## config.mk

```make
export PLATFORM = sky130hd
export DESIGN_NAME = shrot_unit
export DESIGN_NICKNAME = d
export VERILOG_FILES = /design/src/rtl/shrot_unit.sv
export SDC_FILE = /design/constraint.sdc
export NUM_CORES = 2
export LEC_CHECK = 0
export ABC_AREA = 1
export BUFFER_PORTS_ARGS = -buffer_cell sky130_fd_sc_hd__buf_4
export CORE_MARGIN = 3
export CORE_UTILIZATION = 65
export DETAILED_ROUTE_END_ITERATION = 10
export PLACE_DENSITY_LB_ADDON = 0.2
export SETUP_SLACK_MARGIN = 0.02
export SYNTH_ARGS = -nofsm -noshare
export SYNTH_HDL_FRONTEND = slang
export SYNTH_SLANG_ARGS = --single-unit
```

## constraint.sdc

```tcl
create_clock -name clk -period 0.8 [get_ports clk]
set_input_delay 0.16 -clock clk [delete_from_list [all_inputs] [get_ports clk]]
set_output_delay 0.16 -clock clk [all_outputs]
set_load 0.01 [all_outputs]
```

## src/rtl/shrot_unit.sv

```systemverilog
module shrot_unit (
  input  logic        clk,
  input  logic        rst_n,
  input  logic [31:0] opnd,
  input  logic [1:0]  size,
  input  logic [2:0]  op,
  input  logic [1:0]  cnt_src,
  input  logic [5:0]  cnt_val,
  input  logic        x_in,
  output logic [31:0] res,
  output logic        flag_x,
  output logic        flag_n,
  output logic        flag_z,
  output logic        flag_v,
  output logic        flag_c
);
  localparam logic [2:0] OP_ASL = 3'd0, OP_ASR = 3'd1, OP_LSL = 3'd2, OP_LSR = 3'd3,
                         OP_ROL = 3'd4, OP_ROR = 3'd5, OP_RXL = 3'd6, OP_RXR = 3'd7;
  localparam int MAX_STEPS = 63;

  logic [31:0] mask;
  logic [4:0]  msb;
  logic [6:0]  cnt;
  logic [31:0] r;
  logic        x, c, v, hi, lo;

  always_comb begin
    case (size)
      2'd0:    begin mask = 32'h0000_00FF; msb = 5'd7;  end
      2'd1:    begin mask = 32'h0000_FFFF; msb = 5'd15; end
      default: begin mask = 32'hFFFF_FFFF; msb = 5'd31; end
    endcase
  end

  always_comb begin
    case (cnt_src)
      2'd0:    cnt = {1'b0, cnt_val};
      2'd1:    cnt = (cnt_val[2:0] == 3'd0) ? 7'd8 : {4'd0, cnt_val[2:0]};
      default: cnt = 7'd1;
    endcase
  end

  always_comb begin
    r  = opnd & mask;
    x  = x_in;
    c  = (op == OP_RXL || op == OP_RXR) ? x_in : 1'b0;
    v  = 1'b0;
    hi = 1'b0;
    lo = 1'b0;
    for (int i = 0; i < MAX_STEPS; i++) begin
      if (i < int'(cnt)) begin
        hi = r[msb];
        lo = r[0];
        case (op)
          OP_ASL: begin r = (r << 1) & mask; c = hi; x = hi; if (r[msb] != hi) v = 1'b1; end
          OP_ASR: begin r = (r >> 1) | ({31'd0, hi} << msb); c = lo; x = lo; end
          OP_LSL: begin r = (r << 1) & mask; c = hi; x = hi; end
          OP_LSR: begin r = r >> 1; c = lo; x = lo; end
          OP_ROL: begin r = ((r << 1) & mask) | {31'd0, hi}; c = hi; end
          OP_ROR: begin r = (r >> 1) | ({31'd0, lo} << msb); c = lo; end
          OP_RXL: begin r = ((r << 1) & mask) | {31'd0, x}; c = hi; x = hi; end
          default: begin r = (r >> 1) | ({31'd0, x} << msb); c = lo; x = lo; end
        endcase
      end
    end
  end

  logic seen;
  always_ff @(posedge clk or negedge rst_n) begin
    if (!rst_n) begin
      res <= '0; flag_x <= 1'b0; flag_n <= 1'b0; flag_z <= 1'b0;
      flag_v <= 1'b0; flag_c <= 1'b0; seen <= 1'b0;
    end else begin
      res    <= (opnd & ~mask) | r;
      flag_x <= x;
      flag_n <= r[msb];
      flag_z <= (r == 32'd0);
      flag_v <= v;
      flag_c <= c;
      seen   <= 1'b1;
    end
  end

  p_v_only_asl_r8: assert property (@(posedge clk) disable iff (!rst_n)
    (seen && $past(op) != OP_ASL) |-> !flag_v);

  p_rot_keeps_x_r5: assert property (@(posedge clk) disable iff (!rst_n)
    (seen && ($past(op) == OP_ROL || $past(op) == OP_ROR)) |-> flag_x == $past(x_in));

  p_zero_count_r7: assert property (@(posedge clk) disable iff (!rst_n)
    (seen && $past(cnt) == 7'd0) |->
      (res == $past(opnd) && flag_x == $past(x_in) &&
       flag_c == (($past(op) == OP_RXL || $past(op) == OP_RXR) && $past(x_in))));

  p_byte_upper_kept_r2: assert property (@(posedge clk) disable iff (!rst_n)
    (seen && $past(size) == 2'd0) |-> res[31:8] == $past(opnd[31:8]));

  p_asr_sign_r4: assert property (@(posedge clk) disable iff (!rst_n)
    (seen && $past(op) == OP_ASR) |-> flag_n == $past(opnd[msb]));

  p_shift_xc_r4: assert property (@(posedge clk) disable iff (!rst_n)
    (seen && $past(op) <= OP_LSR && $past(cnt) != 7'd0) |-> flag_x == flag_c);

  p_reset_clear_r10: assert property (@(posedge clk)
    !rst_n |-> (res == 32'd0 && !flag_c && !flag_v));
endmodule

```

==> results.py, run 1 <==
metrics = {
    "outcome": {
        "run_status": "aborted with a tool error",
        "haltStage": "global routing",
        "error": "[ERROR GRT-0232] Routing congestion too high. Check the congestion heatmap in the GUI.",
    },
    "floorplanning": {
        "initial_core_util_pct": 65.9,
        "die_w_um": 298,
        "chipHeight_um": 298,
        "std_cell_rows": 106,
        "floorplan.io_pins": 85,
    },
    "global_routing": {
        "grt_max_degree": 284,
        "grt_overflow": 126,
        "grt_usage_pct": 74.1,
    },
    "logic_synthesis": {
        "synthFlopType": "dfrtp_1",
        "synth_async_sr_flop_share_pct": 100,
        "synth_area_per_cell_um2": 5.26,
        "syn_area_mm2": 0.0554,
        "synthXorXnorAreaFrac_pct": 0.348,
        "synthesized_instance_count": 10533,
        "synth.lib_cells_used.distinct": 76,
        "synth_edf_count": 0,
        "synth_largest_type_area_fraction_pct": 24.5,
        "yosys.cell_count.top_type": "nand2_1",
        "synth_seq_cells": 37,
        "synth_mux_area_share_pct": 0.0181,
        "yosysSeqAreaShare_pct": 1.67,
        "synthTopCellsByCount": "nand2_1, o21ai_0, o221ai_1",
        "synth_top_family_by_area": "compound AO/OA/AOI/OAI gates",
        "yosys.area.top_type": "nand2_1",
        "synth_compound_gate_area_share_pct": 41.5,
        "syn_nets": 10581,
        "synthTopCellsByArea": "nand2_1, o221ai_1, o21ai_0",
        "simple_gate_share_of_the_synthesized_area_pct": 38.7,
        "yosys_warnings": 0,
        "yosys.area_share.adder_pct": 0,
    },
    "placement": {
        "port_buffers": 84,
        "dp_hpwl_um": 207000,
        "postPlaceCellArea_mm2": 0.0705,
        "place.gp.congestion": 1.14,
    },
    "clocking": {
        "cts_buffer_depth": 2,
        "cts_inserted_buffers": 5,
        "clock_sinks": 37,
        "ctsRootBufferMaster": "clkbuf_16",
        "htree_num_levels": 2,
    },
}
## through the flow
step | std cells | setup TNS [ps] | worst slack (ps)
after global placement | 13170 | -1033590 | -28890
after CTS | 13201 | -1032860 | -28710
after floorplan | 10533 | -780400 | -21970
after detailed placement | 13170 | -1062760 | -29820
## metal layers
layer	GRT usage, %	overflow
met1	77.6	7
met2	92.3	62
met3	54.2	11
met4	68.6	45
met5	27.3	1
## cells by family after synthesis
| kind of cell | Yosys count |
|---|---|
| flops | 37 |
| mux | 1 |
| compound gates | 3499 |
| buf+inv | 1910 |
| simple gates | 5064 |
| xor+xnor | 22 |
## repair_timing
action                     CTS
hold endpoints to repair    37
setup buffers               22
gates resized for setup    157
cloned                       0
setup endpoints to repair   74
hold buffers                 1
pin swaps                   38
==> run 2, diff against run 1 <==
Settings changed: CORE_UTILIZATION 65 to 40, PLACE_DENSITY_LB_ADDON 0.2 to 0.15, SETUP_SLACK_MARGIN 0.02 to not set.
==> results.py, run 2 <==
metrics = {
    "setup_path": {
        "crit_type": "input pin to flop",
        "critical-path-top-cell-by-count": "buf_4",
        "crit_path_max_fanout": 12,
        "worst_path_max_delay_cell": "o21ai_1",
        "count_of_buffering_cells_on_the_critical_path_with_inverters_included": 81,
        "crit_path_max_incr_delay_ps": 680,
        "timing.critical_path.to_type": "flop",
        "worst_path_dominant_cell_family": "compound AO/OA/AOI/OAI gates",
        "crit_arrival_ps": 31200,
        "startpoint_type": "input pin",
        "cp.required_ps": 1030,
    },
    "final_layout": {
        "num-fill-cells": 14098,
        "final_common_cell": "nand2_1",
        "final_area_mm2": 0.0773,
        "highest_count_cells_in_the_layout_ignoring_fill_and_taps": "nand2_1, buf_4, o21ai_0",
        "post_route_cells_drive_above_1_share_pct": 32.6,
        "non_filler_instance_count_after_layout": 14246,
        "multi_input_area_mm2": 0.0477,
        "registers.top_by_ff_count": "res",
        "areaGrowthSynthToFinish_pct": 39.5,
        "largest_reg_flops": 32,
        "nets": 12489,
        "final-seq-area_um2": 937,
    },
    "route": {
        "routed-wl-met3_um": 37200,
        "detail_route.vias_per_cell": 6.17,
        "dr_total_vias": 87960,
        "route.antenna.remaining_nets": 0,
        "wirelength_met1_um": 124000,
        "first_iter_violations": 11203,
        "highest_layer": "met5",
        "detailroute.wirelength.met2_um": 133000,
        "drt_wl_total_um": 320000,
        "route.detailed.drc": 0,
        "drtPass1Iterations": 7,
        "routedWlPerCell_um": 22.5,
    },
    "clocking": {
        "worst_setup_hold_path_clk_slew_ps": 90,
        "cts_inserted_buffers": 5,
        "ctsRootBufferMaster": "clkbuf_16",
        "tritoncts_clock_tree": "yes",
        "cts_buffer_depth": 2,
        "htree_num_levels": 2,
        "clock_sinks": 37,
    },
    "power": {
        "irDropWorstVdd_mv": 1.03,
        "power.leakage_nw": 38.3,
        "power_density_mw_per_mm2": 1710,
    },
    "global_routing": {
        "antenna_violations_before_repair": 23,
        "grt_overflow": 0,
        "grt_first_pass_wirelength_um": 474000,
        "grt_pass1_vias": 78408,
        "grt_usage_pct": 42.1,
        "grt_max_degree": 210,
    },
    "outcome": {
        "run_status": "finished, violations left",
        "violations": "setup timing",
    },
    "floorplanning": {
        "die_w_um": 378,
        "design.core.area_mm2": 0.136,
        "std_cell_rows": 135,
        "floorplan.die_area_mm2": 0.143,
        "chipHeight_um": 378,
        "initial_core_util_pct": 40.6,
        "floorplan.io_pins": 85,
    },
    "logic_synthesis": {
        "yosys_warnings": 0,
        "yosys.area_share.adder_pct": 0,
        "synth_edf_count": 0,
        "synth_seq_cells": 37,
        "synth_compound_gate_area_share_pct": 41.5,
        "synthesized_instance_count": 10533,
        "synth_mux_area_share_pct": 0.0181,
        "synth_async_sr_flop_share_pct": 100,
        "synthFlopType": "dfrtp_1",
        "synth_area_per_cell_um2": 5.26,
        "synth_largest_type_area_fraction_pct": 24.5,
        "synth_top_family_by_area": "compound AO/OA/AOI/OAI gates",
        "syn_nets": 10581,
        "yosys.area.top_type": "nand2_1",
        "synthXorXnorAreaFrac_pct": 0.348,
        "synthTopCellsByArea": "nand2_1, o221ai_1, o21ai_0",
        "synthTopCellsByCount": "nand2_1, o21ai_0, o221ai_1",
        "yosys.cell_count.top_type": "nand2_1",
        "syn_area_mm2": 0.0554,
        "simple_gate_share_of_the_synthesized_area_pct": 38.7,
        "synth.lib_cells_used.distinct": 76,
        "yosysSeqAreaShare_pct": 1.67,
    },
    "timing": {
        "fin_crit_share_pct": 3870,
        "setup_ws_post_layout_ps": -30170,
        "tightestPinTransition_ps": 1240,
        "timing_hold_violations_final": 0,
        "report.final.slew_viol_count": 0,
        "rsz0062_at_grt": "yes",
        "relSlewSlack_pct": 17.3,
        "finalWorstPathRequiredPeriod_ps": 30970,
        "clock.fmax_ghz": 0.0323,
        "finalSetupViolCount": 74,
    },
    "placement": {
        "dp_cells": 14006,
        "postPlaceCellArea_mm2": 0.0729,
        "port_buffers": 84,
        "dp_hpwl_um": 232000,
        "place.gp.congestion": 1.03,
    },
    "job": {
        "max-cap-violations": 0,
    },
    "hold_path": {
        "worst_min_path_class": "input pin to flop",
    },
}
run 2: cell counts after synthesis:
Identical to the previous run, type by type.
run 2: worst min-delay path, delay by kind of cell:
family        cells  cell delay (ps)
buf+inv           1               90
simple gates      2               90
run 2: cells by family after synthesis:
family	Yosys count
AO/OA/AOI/OAI	3499
AND/OR/NAND/NOR	5064
XOR/XNOR	22
flip-flops	37
multiplexers	1
buffers and inverters	1910
run 2: metrics by stage:
stage | hold WS (ps) | TNS, ps | utilization (%) | total power [mW] | worst slack (ps)
3_3_place_gp | 131 | -1062370 | 53.4 | 116 | -29950
5_1_grt | 39.4 | -1165530 | 56.6 | 141 | -32330
2_1_floorplan | -136 | -780400 | - | 58.3 | -21970
4_1_cts | 25.9 | -1039570 | 54.7 | 124 | -28760
3_5_place_dp | 132 | -1070660 | 53.4 | 117 | -30200
6_report | 27.1 | -1081430 | 56.7 | 132 | -30170
run 2: cell type report:
| cell class | count | area share, % |
|---|---|---|
| repair buffers | 2886 | 29.4 |
| clock inverters | 3 | 0.0599 |
| flip-flops and latches | 37 | 1.21 |
| diodes | 23 | 0.0744 |
| inverters | 924 | 4.55 |
| multi-input cells | 8587 | 61.7 |
| well taps | 1781 | 2.88 |
| clock buffers | 5 | 0.162 |
run 2: routing by layer:
metal | vias up | global-route usage (%)
li1 | 40814 | -
met1 | 40512 | 53.4
met2 | 5300 | 62.7
met3 | 1318 | 11.0
met4 | 16 | 26.8
met5 | - | 0
run 2: where the power goes:
part           internal, mW  switching (mW)
Clock                  1.49            1.39
Combinational          54.1            72.0
Sequential             2.43           0.694
run 2: final timing paths:
kind,start,depth (start not counted),slack [ps],to
min in group asynchronous,rst_n,3,290,flag_v
setup / recovery,cnt_val[0],243,-30170,flag_c
hold / removal,opnd[28],3,30,res[28]
max in group asynchronous,rst_n,3,130,flag_n
run 2: repair_timing:
item | in CTS | in global routing
gates cloned | 3 | 0
hold buffers | 1 | 0
endpoints found under the hold margin | 37 | 0
endpoints found under the setup margin | 74 | 74
pin swaps | 77 | 346
buffers inserted | 112 | 96
gates resized for setup | 207 | 562
Power figures use the tool's default switching activity.
